## src/rtl/psram_pkg.sv

```systemverilog
// Package: shared types for the pseudo-static RAM controller.
// Assumes: nothing beyond IEEE 1800-2017.
package psram_pkg;

    // Phase of one memory access.
    typedef enum logic [1:0] {
        PH_IDLE   = 2'd0,
        PH_SETUP  = 2'd1,
        PH_STROBE = 2'd2,
        PH_HOLD   = 2'd3
    } psram_phase_t;

    localparam int unsigned ADDR_W = 20;
    localparam int unsigned DATA_W = 16;
    localparam int unsigned LANES  = DATA_W / 8;

endpackage

```

## src/rtl/psram_timer.sv

```systemverilog
// Module: psram_timer
// Counts the strobe phase. A load sets the count to LIMIT-1. The count
// then falls by one each cycle and stops at zero, where 'last' is high.
// Assumes: LIMIT >= 1; load is a single-cycle pulse.
module psram_timer #(
    parameter int unsigned LIMIT = 7,
    localparam int unsigned CW   = (LIMIT < 2) ? 1 : $clog2(LIMIT)
) (
    input  logic clk,
    input  logic rst_n,
    input  logic load,
    output logic last
);

    logic [CW-1:0] cnt_q;

    // Load on request, otherwise count down to zero and stay there.
    always_ff @(posedge clk) begin
        if (!rst_n) begin
            cnt_q <= '0;
        end else if (load) begin
            cnt_q <= CW'(LIMIT - 1);
        end else if (cnt_q != '0) begin
            cnt_q <= cnt_q - 1'b1;
        end
    end

    // Terminal flag for the sequencer.
    always_comb begin
        last = (cnt_q == '0);
    end

    // the counter never goes above the computed access count.
    assert_cnt_in_range_R12: assert property (@(posedge clk) disable iff (!rst_n)
        cnt_q <= CW'(LIMIT - 1));

endmodule

```

## src/rtl/psram_seq.sv

```systemverilog
// Module: psram_seq
// Phase sequencer. Accepts a host request in idle, then steps through
// setup, strobe and hold. All memory control outputs are registered
// from the next phase, so the pins change glitch-free on the clock edge.
// Assumes: host holds req_valid until req_ready, then drops it or
// presents a new request. A request seen while ready is high is ignored.
module psram_seq
    import psram_pkg::*;
#(
    parameter int unsigned ACC_CYC = 7
) (
    input  logic       clk,
    input  logic       rst_n,
    input  logic       req_valid,
    input  logic       req_write,
    input  logic [1:0] req_be,
    output logic       accept,
    output logic       null_done,
    output logic       sample,
    output logic       sel_nxt,
    output logic       sel_q,
    output logic       rd_strb_q,
    output logic       wr_strb_q,
    output logic       drive_q,
    output logic       ready_q
);

    psram_phase_t ph_q, ph_n;
    logic         wr_q, wr_n;
    logic         tmr_load, tmr_last;

    psram_timer #(.LIMIT(ACC_CYC)) u_timer (
        .clk   (clk),
        .rst_n (rst_n),
        .load  (tmr_load),
        .last  (tmr_last)
    );

    // Next-phase decision and single-cycle event strobes.
    always_comb begin
        ph_n      = ph_q;
        accept    = 1'b0;
        null_done = 1'b0;
        sample    = 1'b0;
        tmr_load  = 1'b0;
        unique case (ph_q)
            PH_IDLE: begin
                if (req_valid && !ready_q) begin
                    if (req_be == 2'b00) begin
                        null_done = 1'b1;
                    end else begin
                        accept = 1'b1;
                        ph_n   = PH_SETUP;
                    end
                end
            end
            PH_SETUP: begin
                tmr_load = 1'b1;
                ph_n     = PH_STROBE;
            end
            PH_STROBE: begin
                if (tmr_last) begin
                    sample = !wr_q;
                    ph_n   = PH_HOLD;
                end
            end
            PH_HOLD: begin
                ph_n = PH_IDLE;
            end
            default: ph_n = PH_IDLE;
        endcase
        wr_n    = accept ? req_write : wr_q;
        sel_nxt = (ph_n != PH_IDLE);
    end

    // Phase, direction and registered pin controls.
    always_ff @(posedge clk) begin
        if (!rst_n) begin
            ph_q      <= PH_IDLE;
            wr_q      <= 1'b0;
            sel_q     <= 1'b0;
            rd_strb_q <= 1'b0;
            wr_strb_q <= 1'b0;
            drive_q   <= 1'b0;
            ready_q   <= 1'b0;
        end else begin
            ph_q      <= ph_n;
            wr_q      <= wr_n;
            sel_q     <= sel_nxt;
            rd_strb_q <= (ph_n == PH_STROBE) && !wr_n;
            wr_strb_q <= (ph_n == PH_STROBE) && wr_n;
            drive_q   <= sel_nxt && wr_n;
            ready_q   <= null_done || (ph_q == PH_HOLD);
        end
    end

    // the read and write strobes never overlap.
    assert_strobe_excl_R3: assert property (@(posedge clk) disable iff (!rst_n)
        !(rd_strb_q && wr_strb_q));

    // the completion pulse lasts one cycle.
    assert_ready_pulse_R10: assert property (@(posedge clk) disable iff (!rst_n)
        ready_q |=> !ready_q);

    // a strobe starts only after a cycle of select (setup).
    assert_setup_R7: assert property (@(posedge clk) disable iff (!rst_n)
        $rose(rd_strb_q || wr_strb_q) |-> $past(sel_q));

    // select survives the cycle after the strobe ends (hold).
    assert_hold_R7: assert property (@(posedge clk) disable iff (!rst_n)
        $fell(rd_strb_q || wr_strb_q) |-> sel_q);

    // an empty-mask request never starts a memory cycle.
    assert_null_no_cycle_R11: assert property (@(posedge clk) disable iff (!rst_n)
        null_done |=> !sel_q);

endmodule

```

## src/rtl/psram_datapath.sv

```systemverilog
// Module: psram_datapath
// Holds the accepted address, write data and lane mask. Drives the
// registered lane enables, and captures read data with unrequested
// lanes forced to zero.
// Assumes: accept, sample and null_done come from psram_seq and are
// never high in the same cycle.
module psram_datapath
    import psram_pkg::*;
(
    input  logic              clk,
    input  logic              rst_n,
    input  logic              accept,
    input  logic              null_done,
    input  logic              sample,
    input  logic              sel_nxt,
    input  logic [ADDR_W-1:0] req_addr,
    input  logic [DATA_W-1:0] req_wdata,
    input  logic [LANES-1:0]  req_be,
    input  logic [DATA_W-1:0] mem_dq_in,
    output logic [ADDR_W-1:0] addr_q,
    output logic [DATA_W-1:0] wdata_q,
    output logic [LANES-1:0]  lane_n_q,
    output logic [DATA_W-1:0] rdata_q
);

    logic [LANES-1:0]  be_q, be_nxt;
    logic [DATA_W-1:0] lane_mask;

    // Widen each lane bit to a byte-wide mask.
    for (genvar g = 0; g < LANES; g++) begin : g_mask
        assign lane_mask[g*8 +: 8] = {8{be_q[g]}};
    end

    // Mask that applies from the next cycle.
    always_comb begin
        be_nxt = accept ? req_be : be_q;
    end

    // Latch the request on acceptance.
    always_ff @(posedge clk) begin
        if (!rst_n) begin
            addr_q  <= '0;
            wdata_q <= '0;
            be_q    <= '0;
        end else if (accept) begin
            addr_q  <= req_addr;
            wdata_q <= req_wdata;
            be_q    <= req_be;
        end
    end

    // Registered lane enables: all high (standby) outside an access.
    always_ff @(posedge clk) begin
        if (!rst_n) begin
            lane_n_q <= '1;
        end else begin
            lane_n_q <= sel_nxt ? ~be_nxt : '1;
        end
    end

    // Capture read data at the end of the strobe, or zero on an empty-mask request.
    always_ff @(posedge clk) begin
        if (!rst_n) begin
            rdata_q <= '0;
        end else if (null_done) begin
            rdata_q <= '0;
        end else if (sample) begin
            rdata_q <= mem_dq_in & lane_mask;
        end
    end

    // a lane whose mask bit is clear reads as zero after a capture.
    assert_masked_zero_R9: assert property (@(posedge clk) disable iff (!rst_n)
        sample |=> ((rdata_q & ~lane_mask) == '0));

    // the address stays put while an access holds the lanes enabled.
    assert_addr_stable_R7: assert property (@(posedge clk) disable iff (!rst_n)
        (lane_n_q != '1) && $past(lane_n_q != '1) |-> $stable(addr_q));

endmodule

```

## src/rtl/psram_ctrl.sv

```systemverilog
// Module: psram_ctrl (top)
// Synchronous host front-end for a 1M x 16 asynchronous pseudo-static
// RAM. Works out the strobe length from the access time and the clock
// period, then wires the sequencer and datapath onto the memory pins.
// Assumes: one outstanding request. The external bus is resolved
// outside, using mem_dq_oe as the drive enable.
module psram_ctrl
    import psram_pkg::*;
#(
    parameter int unsigned T_ACC_PS = 70000,
    parameter int unsigned CLK_PS   = 10000,
    localparam int unsigned ACC_CYC_RAW = (T_ACC_PS + CLK_PS - 1) / CLK_PS,
    localparam int unsigned ACC_CYC     = (ACC_CYC_RAW < 1) ? 1 : ACC_CYC_RAW
) (
    input  logic              clk,
    input  logic              rst_n,
    input  logic              req_valid,
    input  logic              req_write,
    input  logic [ADDR_W-1:0] req_addr,
    input  logic [DATA_W-1:0] req_wdata,
    input  logic [LANES-1:0]  req_be,
    output logic              req_ready,
    output logic [DATA_W-1:0] rsp_rdata,
    output logic [ADDR_W-1:0] mem_addr,
    output logic              mem_ce_n,
    output logic              mem_ce2,
    output logic              mem_oe_n,
    output logic              mem_we_n,
    output logic              mem_ub_n,
    output logic              mem_lb_n,
    output logic [DATA_W-1:0] mem_dq_out,
    output logic              mem_dq_oe,
    input  logic [DATA_W-1:0] mem_dq_in
);

    logic             accept, null_done, sample, sel_nxt;
    logic             sel_q, rd_strb_q, wr_strb_q, drive_q, ready_q;
    logic [LANES-1:0] lane_n_q;

    psram_seq #(.ACC_CYC(ACC_CYC)) u_seq (
        .clk       (clk),
        .rst_n     (rst_n),
        .req_valid (req_valid),
        .req_write (req_write),
        .req_be    (req_be),
        .accept    (accept),
        .null_done (null_done),
        .sample    (sample),
        .sel_nxt   (sel_nxt),
        .sel_q     (sel_q),
        .rd_strb_q (rd_strb_q),
        .wr_strb_q (wr_strb_q),
        .drive_q   (drive_q),
        .ready_q   (ready_q)
    );

    psram_datapath u_dp (
        .clk       (clk),
        .rst_n     (rst_n),
        .accept    (accept),
        .null_done (null_done),
        .sample    (sample),
        .sel_nxt   (sel_nxt),
        .req_addr  (req_addr),
        .req_wdata (req_wdata),
        .req_be    (req_be),
        .mem_dq_in (mem_dq_in),
        .addr_q    (mem_addr),
        .wdata_q   (mem_dq_out),
        .lane_n_q  (lane_n_q),
        .rdata_q   (rsp_rdata)
    );

    // Pin mapping: select drives both polarities; strobes are active low.
    always_comb begin
        mem_ce_n  = !sel_q;
        mem_ce2   = sel_q;
        mem_oe_n  = !rd_strb_q;
        mem_we_n  = !wr_strb_q;
        mem_lb_n  = lane_n_q[0];
        mem_ub_n  = lane_n_q[1];
        mem_dq_oe = drive_q;
        req_ready = ready_q;
    end

    // the controller never drives the bus while the memory may drive it.
    assert_no_contention_R8: assert property (@(posedge clk) disable iff (!rst_n)
        !(mem_dq_oe && !mem_oe_n));

    // drive is released at least one cycle before a read strobe falls.
    assert_release_before_read_R8: assert property (@(posedge clk) disable iff (!rst_n)
        $fell(mem_oe_n) |-> !$past(mem_dq_oe));

    // when deselected, the device is in standby with no strobe.
    assert_standby_R5: assert property (@(posedge clk) disable iff (!rst_n)
        mem_ce_n |-> (mem_ub_n && mem_lb_n && mem_oe_n && mem_we_n));

    // the bus is driven throughout every write strobe.
    assert_write_drives_R6: assert property (@(posedge clk) disable iff (!rst_n)
        !mem_we_n |-> mem_dq_oe);

    // both chip selects agree on selection.
    assert_select_pair_R2: assert property (@(posedge clk) disable iff (!rst_n)
        mem_ce_n != mem_ce2);

endmodule

```

## config.mk

```make
export PLATFORM = sky130hd
export DESIGN_NAME = psram_ctrl
export DESIGN_NICKNAME = d
export VERILOG_FILES = /design/src/rtl/psram_pkg.sv /design/src/rtl/psram_timer.sv /design/src/rtl/psram_seq.sv /design/src/rtl/psram_datapath.sv /design/src/rtl/psram_ctrl.sv
export SDC_FILE = /design/constraint.sdc
export NUM_CORES = 1
export LEC_CHECK = 0
export BUFFER_PORTS_ARGS = -buffer_cell sky130_fd_sc_hd__buf_4
export CAP_MARGIN = 30
export CORE_ASPECT_RATIO = 1.75
export CORE_UTILIZATION = 35
export DETAILED_ROUTE_END_ITERATION = 16
export GPL_ROUTABILITY_DRIVEN = 1
export SLEW_MARGIN = 40
export SYNTH_ARGS = -nofsm -noshare
export SYNTH_HDL_FRONTEND = slang
export SYNTH_SLANG_ARGS = --single-unit
```

## constraint.sdc

```tcl
create_clock -name clk -period 1.4 [get_ports clk]
set_input_delay 0.14 -clock clk [delete_from_list [all_inputs] [get_ports clk]]
set_output_delay 0.14 -clock clk [all_outputs]
set_load 0.005 [all_outputs]
```

==> impl_metrics.csv <==
group,metric,value,unit
outcome,status,"finished clean",
clocking,path_clk_slew,0.05,ns
power,p_sw,2.45,mW
clocking,cts_buffers,9,
timing,rsz0062_at_grt,"true",
clocking,cts_hold_buf,0,
power,ir_drop,0.932,mV
clocking,clock_latency,0.33,ns
timing,finalCriticalPeriod,1.37,ns
timing,hold_viol_final,0,
placed_design,place_area,3670,um^2
power,clkPwrFrac,0.275,
setup_path,cp.required,1.66,ns
global_route,grt_pass1_vias,2635,
synthesis,ys_seq_area_frac,0.503,
routing,via_per_inst,5.21,
routing,routed_wirelength,8.22,mm
setup_path,start_kind,"flop",
synthesis,avgSynthCellArea,8.72,um^2
setup_path,worstSetupPathType,"flop to flop",
synthesis,yosys_register_bits,67,
cells_and_area,area_growth,61.6,%
power,seq_power_share,0.320,
clocking,clock_path_buffers,2,
die,die_h,118,um
setup_path,reg2reg_from,"u_seq.ph_q[0]",
synthesis,synth.distinct_cells,38,
clocking,cts_root_buffer,"clkbuf_16",
power,p_comb_frac,0.405,
setup_path,end_kind,"flop",
power,p_int,5.17,mW
routing,drc,0,
clocking,cts_tree,"done",
synthesis,ys.warnings.count,0,
timing,finalCritPeriodShare,0.980,
clocking,clock-sinks,67,
global_route,grt_pass1_wl,12.3,mm
setup_path,crit_fanout,8,
timing,finalClockSkew,0.00504,ns
routing,drt-wirelength-per-cell,15.7,um
synthesis,postSynthCellCount,306,
die,rows,41,
setup_path,cp_data_arrival_time,1.63,ns
timing,slew_viol_final,0,
timing,fmax,729,MHz
timing,max_slew_margin,0.795,
run,maxCapViolCount,0,
power,switching_share,0.322,
cells_and_area,antenna_cells,0,
power,power_density,1770,nW/um^2
cells_and_area,nets,496,
synthesis,synth_nets,370,
timing,worstMarginPinSlew,0.308,ns
hold_path,hold_path.startpoint,"req_wdata[6]",
timing,fin_tns_setup,0,ns
routing,vias,2722,
cells_and_area,stdcell_area,4310,um^2
global_route,antenna_found_initial,0,
routing,drt_iter0_markers,90,
die,io_pins,118,
clocking,htree_levels,3,
die,fp.dieW,68.0,um
placed_design,io_buffers,117,
hold_path,hold_class,"input pin to flop",
routing,drtPass1Iterations,4,
placed_design,dpl.hpwl,5.17,mm
cells_and_area,drive_gt1_frac,0.468,
placed_design,gp_congestion,0.805,
routing,ant_nets,0,
setup_path,rrSetupSlack,0.03,ns
die,dieArea,7990,um^2
die,core,7280,um^2
global_route,overflow,0,
power,p_leak,1.78,nW
cells_and_area,final_core_util,0.592,
synthesis,syn_area,2670,um^2
global_route,grt_max_degree,43,
global_route,grt_use_total,0.204,
die,initial_core_util,0.366,
setup_path,critPathLaunch,"u_seq.ph_q[0]",
timing,finalSetupViolations,0,
-- cells in the final DEF (no fill, tap or decap), types with 4 or more instances in the layout --
cell type / n
buf_4: 130
dfxtp_1: 63
a21oi_1: 43
nand3_1: 39
o21ai_0: 27
nand2_1: 17
nand3_2: 12
a21oi_2: 12
clkbuf_16: 12
o21ai_1: 11
inv_1: 7
buf_12: 5
dfxtp_2: 4
-- area by class of cell --
type	count	area (um^2)
multi-input combinational	202	1330
fill	664	2970
inverter	10	37.5
sequential	67	1350
clock buffer	13	270
timing repair buffer	142	1210
tap	86	108
clock inverter	2	10.0
-- final timing paths --
check	end	depth (start not counted)
worst max register to register	u_dp.addr_q[2]	6
worst max-delay path	u_dp.addr_q[2]	6
worst min register to register	u_dp.rdata_q[9]	2
worst min-delay path	u_dp.wdata_q[6]	3
-- power by group through the flow --
stage          Clock (mW)  Sequential (mW)  Combinational [mW]
2_1_floorplan           0             2.44                1.38
5_1_grt              2.23             2.48                3.31
4_1_cts              2.14             2.41                2.50
3_5_place_dp            0             2.44                2.26
6_report             2.09             2.44                3.09
3_3_place_gp            0             2.43                2.24
-- logic make-up (layout without fill, tap and decap cells) --
kind of cell	count (synthesis)	count (layout)	synth area share
flip-flops	67	67	0.503
adder cells (fa/ha/maj)	6	6	0.0281
multiplexers	1	1	0.00375
buffers and inverters	38	167	0.0802
XOR/XNOR	1	1	0.00328
AO/OA/AOI/OAI	104	104	0.211
AND/OR/NAND/NOR	89	90	0.171
-- synth_stat cells (all sizes together) --
library cell	count	area (um^2)
a31oi	1	6.26
nand3	53	265
nor4	1	6.26
nor3	1	5.00
and2	2	12.5
o21ai	39	206
o311ai	3	26.3
o22a	1	8.76
o31a	1	8.76
nor4b	1	8.76
xor2	1	8.76
or3	2	12.5
buf	17	133
nand2	17	63.8
o22ai	1	6.26
and3b	2	18.8
nand4b	2	17.5
nor2b	1	6.26
inv	9	33.8
or2	1	6.26
a21oi	55	275
clkinv	1	3.75
a22o	2	17.5
o21a	1	7.51
clkbuf	11	43.8
dfxtp	67	1340
nand3b	2	18.8
ha	6	75.1
nor2	4	15.0
mux2i	1	10.0
-- stage by stage --
| step | hold WS (ns) | total power, mW | instances | setup WS (ns) |
|---|---|---|---|---|
| 4_1_cts | 0.0637 | 7.06 | 514 | 0.0000872 |
| 5_1_grt | 0.0640 | 8.02 | 522 | -0.0351 |
| 3_5_place_dp | 0.411 | 4.71 | 497 | -0.101 |
| 2_1_floorplan | 0.288 | 3.83 | 306 | 0.00232 |
| 3_3_place_gp | 0.404 | 4.67 | 497 | -0.00622 |
| 6_report | 0.0641 | 7.62 | 522 | 0.0280 |
-- state kept, by name (all words and copies together) (netlist names), 2 cells and up --
signal,flops
u_seq.u_timer.cnt_q,3
u_dp.wdata_q,16
u_dp.lane_n_q,2
u_dp.be_q,2
u_dp.rdata_q,16
u_dp.addr_q,20
u_seq.ph_q,2
-- routing by layer --
metal,vias up,GRT usage,routed length (um)
met4,0,0.0938,229
met3,19,0.0688,456
met1,1286,0.209,3030
met5,-,0,0
li1,1335,-,-
met2,82,0.354,4500
-- worst max-delay path, cell delays in order (launching register included) --
cell and delay (ns):
dfxtp_2 0.32, inv_2 0.08, ha_4 0.20, and3b_2 0.33, clkbuf_16 0.19, nand3_2 0.05, a21oi_1 0.13
-- what timing repair did --
item	CTS	global route
resized for setup	12	49
gates cloned	1	6
setup endpoints to repair	43	64
buffers inserted	1	2
pin swaps	1	30
(Power assumes the default switching activity.)
